==> config.mk <==
export PLATFORM = sky130hd
export DESIGN_NAME = ddr_colseq
export DESIGN_NICKNAME = d
export VERILOG_FILES = /design/src/rtl/ddr_colseq_pkg.sv /design/src/rtl/ddr_colseq_modereg.sv /design/src/rtl/ddr_colseq_addrmap.sv /design/src/rtl/ddr_colseq_beatgen.sv /design/src/rtl/ddr_colseq.sv
export SDC_FILE = /design/constraint.sdc
export NUM_CORES = 1
export LEC_CHECK = 0
export ABC_AREA = 1
export ABC_CLOCK_PERIOD_IN_PS = 3100
export BUFFER_PORTS_ARGS = -buffer_cell sky130_fd_sc_hd__buf_2
export CORE_UTILIZATION = 36
export CTS_CLUSTER_SIZE = 40
export DETAILED_ROUTE_END_ITERATION = 6
export PLACE_DENSITY = 0.73
export SYNTH_ARGS = -nofsm -noshare
export SYNTH_HDL_FRONTEND = slang
export SYNTH_SLANG_ARGS = --single-unit
export TNS_END_PERCENT = 10
==> constraint.sdc <==
create_clock -name clk -period 3.1 [get_ports clk]
set_input_delay 0.465 -clock clk [delete_from_list [all_inputs] [get_ports clk]]
set_output_delay 0.465 -clock clk [all_outputs]
set_load 0.02 [all_outputs]
==> src/rtl/ddr_colseq_pkg.sv <==
package ddr_colseq_pkg;
  localparam int OFS_W = 3;               // offset bits for the largest burst (8)
  localparam int LG_W  = 2;               // log2(length) code width

  localparam logic [2:0] BLC_2 = 3'b001;
  localparam logic [2:0] BLC_4 = 3'b010;
  localparam logic [2:0] BLC_8 = 3'b011;
  localparam logic [2:0] CLC_2  = 3'b010;
  localparam logic [2:0] CLC_25 = 3'b110;

  typedef struct packed {
    logic [LG_W-1:0] len_lg;
    logic            interleaved;
    logic            cas_half;
  } colseq_cfg_t;

  function automatic logic [OFS_W-1:0] ofs_mask(input logic [LG_W-1:0] lg);
    return OFS_W'((1 << lg) - 1);
  endfunction

  function automatic logic [OFS_W-1:0] beat_ofs(input logic [OFS_W-1:0] s,
                                                input logic [OFS_W-1:0] k,
                                                input logic [LG_W-1:0]  lg,
                                                input logic             il);
    logic [OFS_W-1:0] m;
    m = ofs_mask(lg);
    return il ? ((s ^ k) & m) : ((s + k) & m);
  endfunction
endpackage

==> src/rtl/ddr_colseq_modereg.sv <==
module ddr_colseq_modereg
  import ddr_colseq_pkg::*;
#(
  parameter int MODE_W = 13
) (
  input  logic              clk,
  input  logic              rst_n,
  input  logic              load,
  input  logic [MODE_W-1:0] word,
  output colseq_cfg_t       cfg,
  output logic              dll_req,
  output logic              err
);
  localparam int UP_W = MODE_W - 7;
  localparam logic [UP_W-1:0] UP_DLL = UP_W'(2);   // only A8 set

  logic [UP_W-1:0] upper;
  logic            up_ok, up_dll;
  colseq_cfg_t     nxt;

  assign upper  = word[MODE_W-1:7];
  assign up_dll = (upper == UP_DLL);
  assign up_ok  = (upper == '0) || up_dll;

  always_comb begin
    nxt = cfg;
    nxt.interleaved = word[3];
    case (word[2:0])
      BLC_2:   nxt.len_lg = 2'd1;
      BLC_4:   nxt.len_lg = 2'd2;
      BLC_8:   nxt.len_lg = 2'd3;
      default: nxt.len_lg = cfg.len_lg;
    endcase
    case (word[6:4])
      CLC_2:   nxt.cas_half = 1'b0;
      CLC_25:  nxt.cas_half = 1'b1;
      default: nxt.cas_half = cfg.cas_half;
    endcase
  end

  always_ff @(posedge clk) begin
    if (!rst_n) begin
      cfg     <= '{len_lg: 2'd2, interleaved: 1'b0, cas_half: 1'b0};
      dll_req <= 1'b0;
      err     <= 1'b0;
    end else begin
      dll_req <= load && up_dll;
      err     <= load && !up_ok;
      if (load && up_ok) cfg <= nxt;
    end
  end
endmodule

==> src/rtl/ddr_colseq_addrmap.sv <==
module ddr_colseq_addrmap
  import ddr_colseq_pkg::*;
#(
  parameter int COL_W = 10
) (
  input  logic [COL_W-1:0] base,
  input  logic [OFS_W-1:0] beat,
  input  logic [LG_W-1:0]  len_lg,
  input  logic             interleaved,
  output logic [COL_W-1:0] addr,
  output logic             is_last
);
  localparam int HI_W = COL_W - OFS_W;

  logic [OFS_W-1:0] m, low;
  logic [COL_W-1:0] m_full;

  assign m       = ofs_mask(len_lg);
  assign m_full  = {{HI_W{1'b0}}, m};
  assign low     = beat_ofs(base[OFS_W-1:0], beat, len_lg, interleaved);
  assign addr    = (base & ~m_full) | {{HI_W{1'b0}}, low};
  assign is_last = (beat == m);
endmodule

==> src/rtl/ddr_colseq_beatgen.sv <==
module ddr_colseq_beatgen
  import ddr_colseq_pkg::*;
#(
  parameter int COL_W = 10
) (
  input  logic             clk,
  input  logic             rst_n,
  input  colseq_cfg_t      cfg,
  input  logic             start_valid,
  input  logic [COL_W-1:0] start_col,
  output logic             start_ready,
  output logic             start_overrun,
  output logic             col_valid,
  input  logic             col_ready,
  output logic [COL_W-1:0] col_addr,
  output logic             col_last
);
  logic             busy, fire, last_w;
  logic [OFS_W-1:0] k;
  logic [COL_W-1:0] base;
  logic [LG_W-1:0]  lg_q;
  logic             il_q;

  assign start_ready   = !busy;
  assign fire          = start_valid && !busy;
  assign start_overrun = start_valid && busy;
  assign col_valid     = busy;
  assign col_last      = busy && last_w;

  ddr_colseq_addrmap #(.COL_W(COL_W)) u_map (
    .base(base), .beat(k), .len_lg(lg_q), .interleaved(il_q),
    .addr(col_addr), .is_last(last_w)
  );

  always_ff @(posedge clk) begin
    if (!rst_n) begin
      busy <= 1'b0;
      k    <= '0;
      base <= '0;
      lg_q <= 2'd1;
      il_q <= 1'b0;
    end else if (fire) begin
      busy <= 1'b1;
      k    <= '0;
      base <= start_col;
      lg_q <= cfg.len_lg;
      il_q <= cfg.interleaved;
    end else if (busy && col_ready) begin
      if (last_w) busy <= 1'b0;
      else        k    <= k + 1'b1;
    end
  end
endmodule

==> src/rtl/ddr_colseq.sv <==
module ddr_colseq
  import ddr_colseq_pkg::*;
#(
  parameter int COL_W  = 10,
  parameter int MODE_W = 13
) (
  input  logic              clk,
  input  logic              rst_n,
  input  logic              mrs_load,
  input  logic [MODE_W-1:0] mrs_addr,
  output logic [3:0]        cfg_burst_len,
  output logic              cfg_interleaved,
  output logic              cfg_cas_half,
  output logic              dll_reset_req,
  output logic              mrs_error,
  input  logic              start_valid,
  input  logic [COL_W-1:0]  start_col,
  output logic              start_ready,
  output logic              start_overrun,
  output logic              col_valid,
  input  logic              col_ready,
  output logic [COL_W-1:0]  col_addr,
  output logic              col_last
);
  colseq_cfg_t cfg;

  ddr_colseq_modereg #(.MODE_W(MODE_W)) u_mr (
    .clk(clk), .rst_n(rst_n), .load(mrs_load), .word(mrs_addr),
    .cfg(cfg), .dll_req(dll_reset_req), .err(mrs_error)
  );

  ddr_colseq_beatgen #(.COL_W(COL_W)) u_bg (
    .clk(clk), .rst_n(rst_n), .cfg(cfg),
    .start_valid(start_valid), .start_col(start_col),
    .start_ready(start_ready), .start_overrun(start_overrun),
    .col_valid(col_valid), .col_ready(col_ready),
    .col_addr(col_addr), .col_last(col_last)
  );

  assign cfg_burst_len   = 4'(1 << cfg.len_lg);
  assign cfg_interleaved = cfg.interleaved;
  assign cfg_cas_half    = cfg.cas_half;
endmodule

## Yosys cells after proc, flatten, opt, wreduce, memory -nomap -nowiden

Index checks and enable logic that the tools add are counted.

- Register bits after elaboration: 23
- Input bits: 28
- Output and inout port bits: 22

- $add $sub $neg: 3
- Equality and inequality tests: 7
- Shifts and indexed selects: 2
- Mux-type cells: 6
- Bitwise logic cells: 8
- Reductions and logical operators: 20

Operators by type and width:

| cell | count |
|---|---|
| 10-bit AND | 1 |
| 3-bit NOT with 10-bit output | 1 |
| 10-bit by 3-bit bitwise OR with 10-bit output | 1 |
| 3-bit by 2-bit equality test with 1-bit output, second input constant | 3 |
| 2-bit AND reduction | 4 |
| 1-bit logical AND | 7 |
| 3-bit AND | 2 |
| 6-bit by 2-bit equality test with 1-bit output, second input constant | 1 |
| 6-bit logical NOT | 1 |
| 2-bit case mux with 3 select lines | 1 |
| 2-bit nonzero test | 3 |
| 1-bit by 2-bit << shifter with 4-bit output, first input constant | 1 |
| 3-bit by 1-bit adder with 3-bit output, second input constant | 1 |
| 3-bit adder | 1 |
| 3-bit by 1-bit equality test with 1-bit output, second input constant | 1 |
| 3-bit equality test | 1 |
| 3-bit equality test, second input constant | 1 |
| 1-bit two-way mux | 3 |
| 3-bit two-way mux | 1 |
| 3-bit nonzero test | 1 |
| 1-bit by 2-bit << shifter with 3-bit output, first input constant | 1 |
| 3-bit by 2-bit subtractor with 3-bit output, second input constant | 1 |
| 3-bit XOR | 1 |
| 1-bit logical NOT | 2 |
| other kinds (4) | 5 |

## Logic depth before layout (Yosys ltp)

- Depth after elaboration: 6
- Mapped depth: 9
- Gate-level depth less buffers: 8

## Hierarchy

A second synthesis with hierarchy kept.

- Cells, all modules: 181
- Area total of the unflattened synthesis: 1,243.7 µm²

Modules (own cells, without submodules):

| module | times used | cells each | area an instance (µm²) |
|---|---|---|---|
| ddr_colseq_beatgen | 1 | 89 | 686.9 |
| ddr_colseq_modereg | 1 | 45 | 296.5 |
| ddr_colseq_addrmap | 1 | 40 | 234.0 |
| ddr_colseq | 1 | 7 | 26.3 |

## Worst setup path after synthesis

No wires, ideal clock.

- Kind: register to output
- From: reg u_bg.k[0]
- To: out col_addr[2]
- Data arrival time: 1,492 ps
- Slack: 1,143 ps
- Stages on the path, launching flop included: 7
- Cell sequence: dfxtp_1 > ha_1 > inv_1 > fa_1 > nor2_1 > o21ai_0 > xnor2_1

- Longest elaborated chain between the ends: 4

Ends and longest elaborated chain:

| element | line | RTL |
|---|---|---|
| start: declaration | ddr_colseq_beatgen.sv:19 | `logic [OFS_W-1:0] k;` |
| start signal: assignment | ddr_colseq_beatgen.sv:50 | `else k <= k + 1'b1;` |
| 3-bit adder | ddr_colseq_pkg.sv:27 | `return il ? ((s ^ k) & m) : ((s + k) & m);` |
| 3-bit AND | ddr_colseq_pkg.sv:27 |  |
| 3-bit two-way mux | ddr_colseq_pkg.sv:27 |  |
| 10-bit by 3-bit bitwise OR with 10-bit output | ddr_colseq_addrmap.sv:21 | `assign addr = (base & ~m_full) \| {{HI_W{1'b0}}, low};` |
| end: declaration | ddr_colseq.sv:22 | `output logic [COL_W-1:0] col_addr,` |

Every way passes these cells.

## Worst setup path in the final report

Same ends and word-level chain as after synthesis.

==> impl_metrics.env <==
export IMPL_final_area_mm2=0.00140
export IMPL_power_mw=0.572
export IMPL_reg2reg_to="u_bg.k[1]$_SDFFE_PP0P_"
export IMPL_syn2layout_area_growth_pct=21.3
export IMPL_endpoint="col_addr[2]"
export IMPL_cts_tree="built"
export IMPL_ant_nets=0
export IMPL_nNetsFinal=232
export IMPL_status="complete, no violations"
export IMPL_clkSlewWorstSetupHoldPaths_ns=0.11
export IMPL_fin_setup_tns_ns=0
export IMPL_grtUsageTotal=0.143
export IMPL_cts_resized=0
export IMPL_use_met3=0.0396
export IMPL_finalCritPeriodShare=0.766
export IMPL_hold_class="in2reg"
export IMPL_end_kind="primary output"
export IMPL_worstPathArrival_ns=1.91
export IMPL_rsz0062_at_grt="no"
export IMPL_critPathRequiredTime_ns=2.63
export IMPL_first_pass_iters=4
export IMPL_grt_overflow_total=0
export IMPL_critPathMaxFanout=5
export IMPL_slew_headroom=0.705
export IMPL_synthesis_nets=190
export IMPL_max_freq_mhz=421
export IMPL_dpl_cell_area_mm2=0.00137
export IMPL_drv_slew=0
export IMPL_grt_max_degree=21
export IMPL_antenna_found_initial=0
export IMPL_busiest_layer="met2"
export IMPL_hp_start="mrs_addr[8]"
export IMPL_place_gp_congestion=0.807
export IMPL_synth_area_mm2=0.00115
export IMPL_clk_latency_ns=0.30
export IMPL_post_drt_wl_per_cell_um=9.12
export IMPL_drc=0
export IMPL_grt_pass1_wl_mm=3.72
export IMPL_vias=1089
export IMPL_utilization=0.458
export IMPL_p_per_area_mw_per_mm2=409
export IMPL_cts_sinks=23
export IMPL_ios=50
export IMPL_skew_ns=0.000847
export IMPL_gr_usage_met2=0.263
export IMPL_worstRegToRegCells=6
export IMPL_ys_seq_area_frac=0.399
export IMPL_htreeDepth=1
export IMPL_min_period_ns=2.37
export IMPL_syn_inst=158
export IMPL_drive_gt1_frac=0.286
export IMPL_antenna_cells=0
export IMPL_num_rows=20
export IMPL_leakagePower_nw=0.716
export IMPL_drv_cap=0
export IMPL_numPortBuffers=49
export IMPL_die_x_um=58.6
export IMPL_core_mm2=0.00305
export IMPL_ir_worst_vdd_mv=0.244
export IMPL_fillers=352
export IMPL_synth_cell_types=23
export IMPL_hold_slack_ns=0.391
export IMPL_dpl_hpwl_mm=1.77
export IMPL_wl_mm=2.22
export IMPL_die_y_um=58.6
export IMPL_ys_ff_latch=23
export IMPL_critPathLaunchType="flip-flop"
export IMPL_grt_pass1_vias=942
export IMPL_setup_violations_final=0
export IMPL_dieArea_mm2=0.00343
export IMPL_crit_type="reg2out"
export IMPL_postCtsHoldBufs=0
export IMPL_cts_root_buffer="clkbuf_4"
export IMPL_drt_iter0_drc=23
export IMPL_routed_via_density=4.48
export IMPL_use_met1=0.156
export IMPL_reg2reg_from="u_bg.col_valid$_SDFFE_PN0P_"
export IMPL_syn_avg_cell_area_um2=7.30
export IMPL_start_util=0.378
export IMPL_r2r_slack_ns=1.58
export IMPL_tightest_slew_ns=0.441
export IMPL_numCtsBuffers=3
export IMPL_cp_startpoint="u_bg.k[0]$_SDFFE_PP0P_"
export IMPL_synth_warnings=0
export IMPL_postCtsSetupRepairBufs=0
export IMPL_cts_buffer_depth=2
export IMPL_finalHoldViolations=0
cells in the mapped netlist:
cell type,number,area (um2)
mux2_2,1,11.3
a21oi_1,8,40.0
nand3_4,1,17.5
nor2_1,35,131
inv_2,1,3.75
buf_6,1,11.3
buf_2,2,10.0
ha_1,3,37.5
fa_1,1,20.0
nand2_1,15,56.3
o211ai_1,3,22.5
xnor2_1,2,17.5
nor2_2,1,6.26
nand3_1,8,40.0
inv_1,20,75.1
nand4_1,2,12.5
nand2_4,1,11.3
dfxtp_1,23,460
xor2_1,1,8.76
o21ai_0,19,95.1
clkbuf_1,2,7.51
o21ai_1,1,5.00
buf_4,7,52.6
per-stage QoR:
step | std cells | setup slack (ns)
3_3_place_gp | 239 | 1.11
5_1_grt | 243 | 0.564
3_5_place_dp | 239 | 1.07
4_1_cts | 243 | 0.708
6_report | 243 | 0.725
2_1_floorplan | 158 | 1.14
sequential cells by signal, summed over array words and instances (netlist names):
register	cells
u_bg.k	3
u_bg.col_valid	1
u_bg.il_q	1
u_mr.cfg	4
u_bg.base	10
u_mr.err	1
u_mr.dll_req	1
u_bg.lg_q	2
critical path, stage by stage (launching register included):
cell and delay (ns):
dfxtp_1 0.42, ha_1 0.17, inv_1 0.05, fa_1 0.36, nor2_1 0.14, a21oi_1 0.08
o21ai_0 0.09, xnor2_1 0.13, buf_2 0.17
power breakdown:
group / switching [mW] / internal, mW
clock: 0.0831 / 0.0502
combinational: 0.0699 / 0.0450
sequential: 0.0119 / 0.312
total: 0.165 / 0.407
layout by cell type (no fill, tap or decap), types with 2 or more instances in the layout:
master	count
nand2_1	15
buf_2	49
ha_1	3
clkbuf_4	3
o211ai_1	3
inv_1	20
nand4_1	2
nor2_1	35
dfxtp_1	23
o21ai_0	19
xnor2_1	2
a21oi_1	8
nand3_1	8
cell families (layout without fill, tap and decap cells):
kind of cell / Yosys count / count (layout) / share of synthesized area
AOI/OAI and AO/OA: 31 / 31 / 0.141
xor gates and xnor gates: 3 / 3 / 0.0228
adders and majority gates: 4 / 4 / 0.0499
buffers and inverters: 33 / 74 / 0.139
DFF: 23 / 23 / 0.399
muxes: 1 / 1 / 0.00976
and+or+nand+nor: 63 / 63 / 0.239
how the worst min path moves through the flow:
stage,to,cells past startpoint
floorplan,u_bg.base[8]$_SDFFE_PN0P_,2
global placement,u_bg.base[4]$_SDFFE_PN0P_,2
detailed placement,u_mr.cfg[0]$_SDFFE_PN0P_,2
CTS,u_mr.dll_req$_SDFF_PN0_,3
global route,u_mr.dll_req$_SDFF_PN0_,3
finish,u_mr.dll_req$_SDFF_PN0_,3
routing by layer:
layer  share of wire  routed length [um]
met5               0                   0
met4           0.013                  29
met3           0.044                  98
met2            0.50                1110
met1            0.44                 974
final cells by class:
cell class | count | area, um2 | area share
Timing Repair Buffer | 49 | 245 | 0.175
Inverter | 21 | 78.8 | 0.0564
Multi-Input combinational cell | 102 | 533 | 0.381
Tap cell | 44 | 55.1 | 0.0394
Sequential cell | 23 | 460 | 0.329
Clock buffer | 4 | 26.3 | 0.0188
Note: power is estimated with default switching activity, not from simulation.
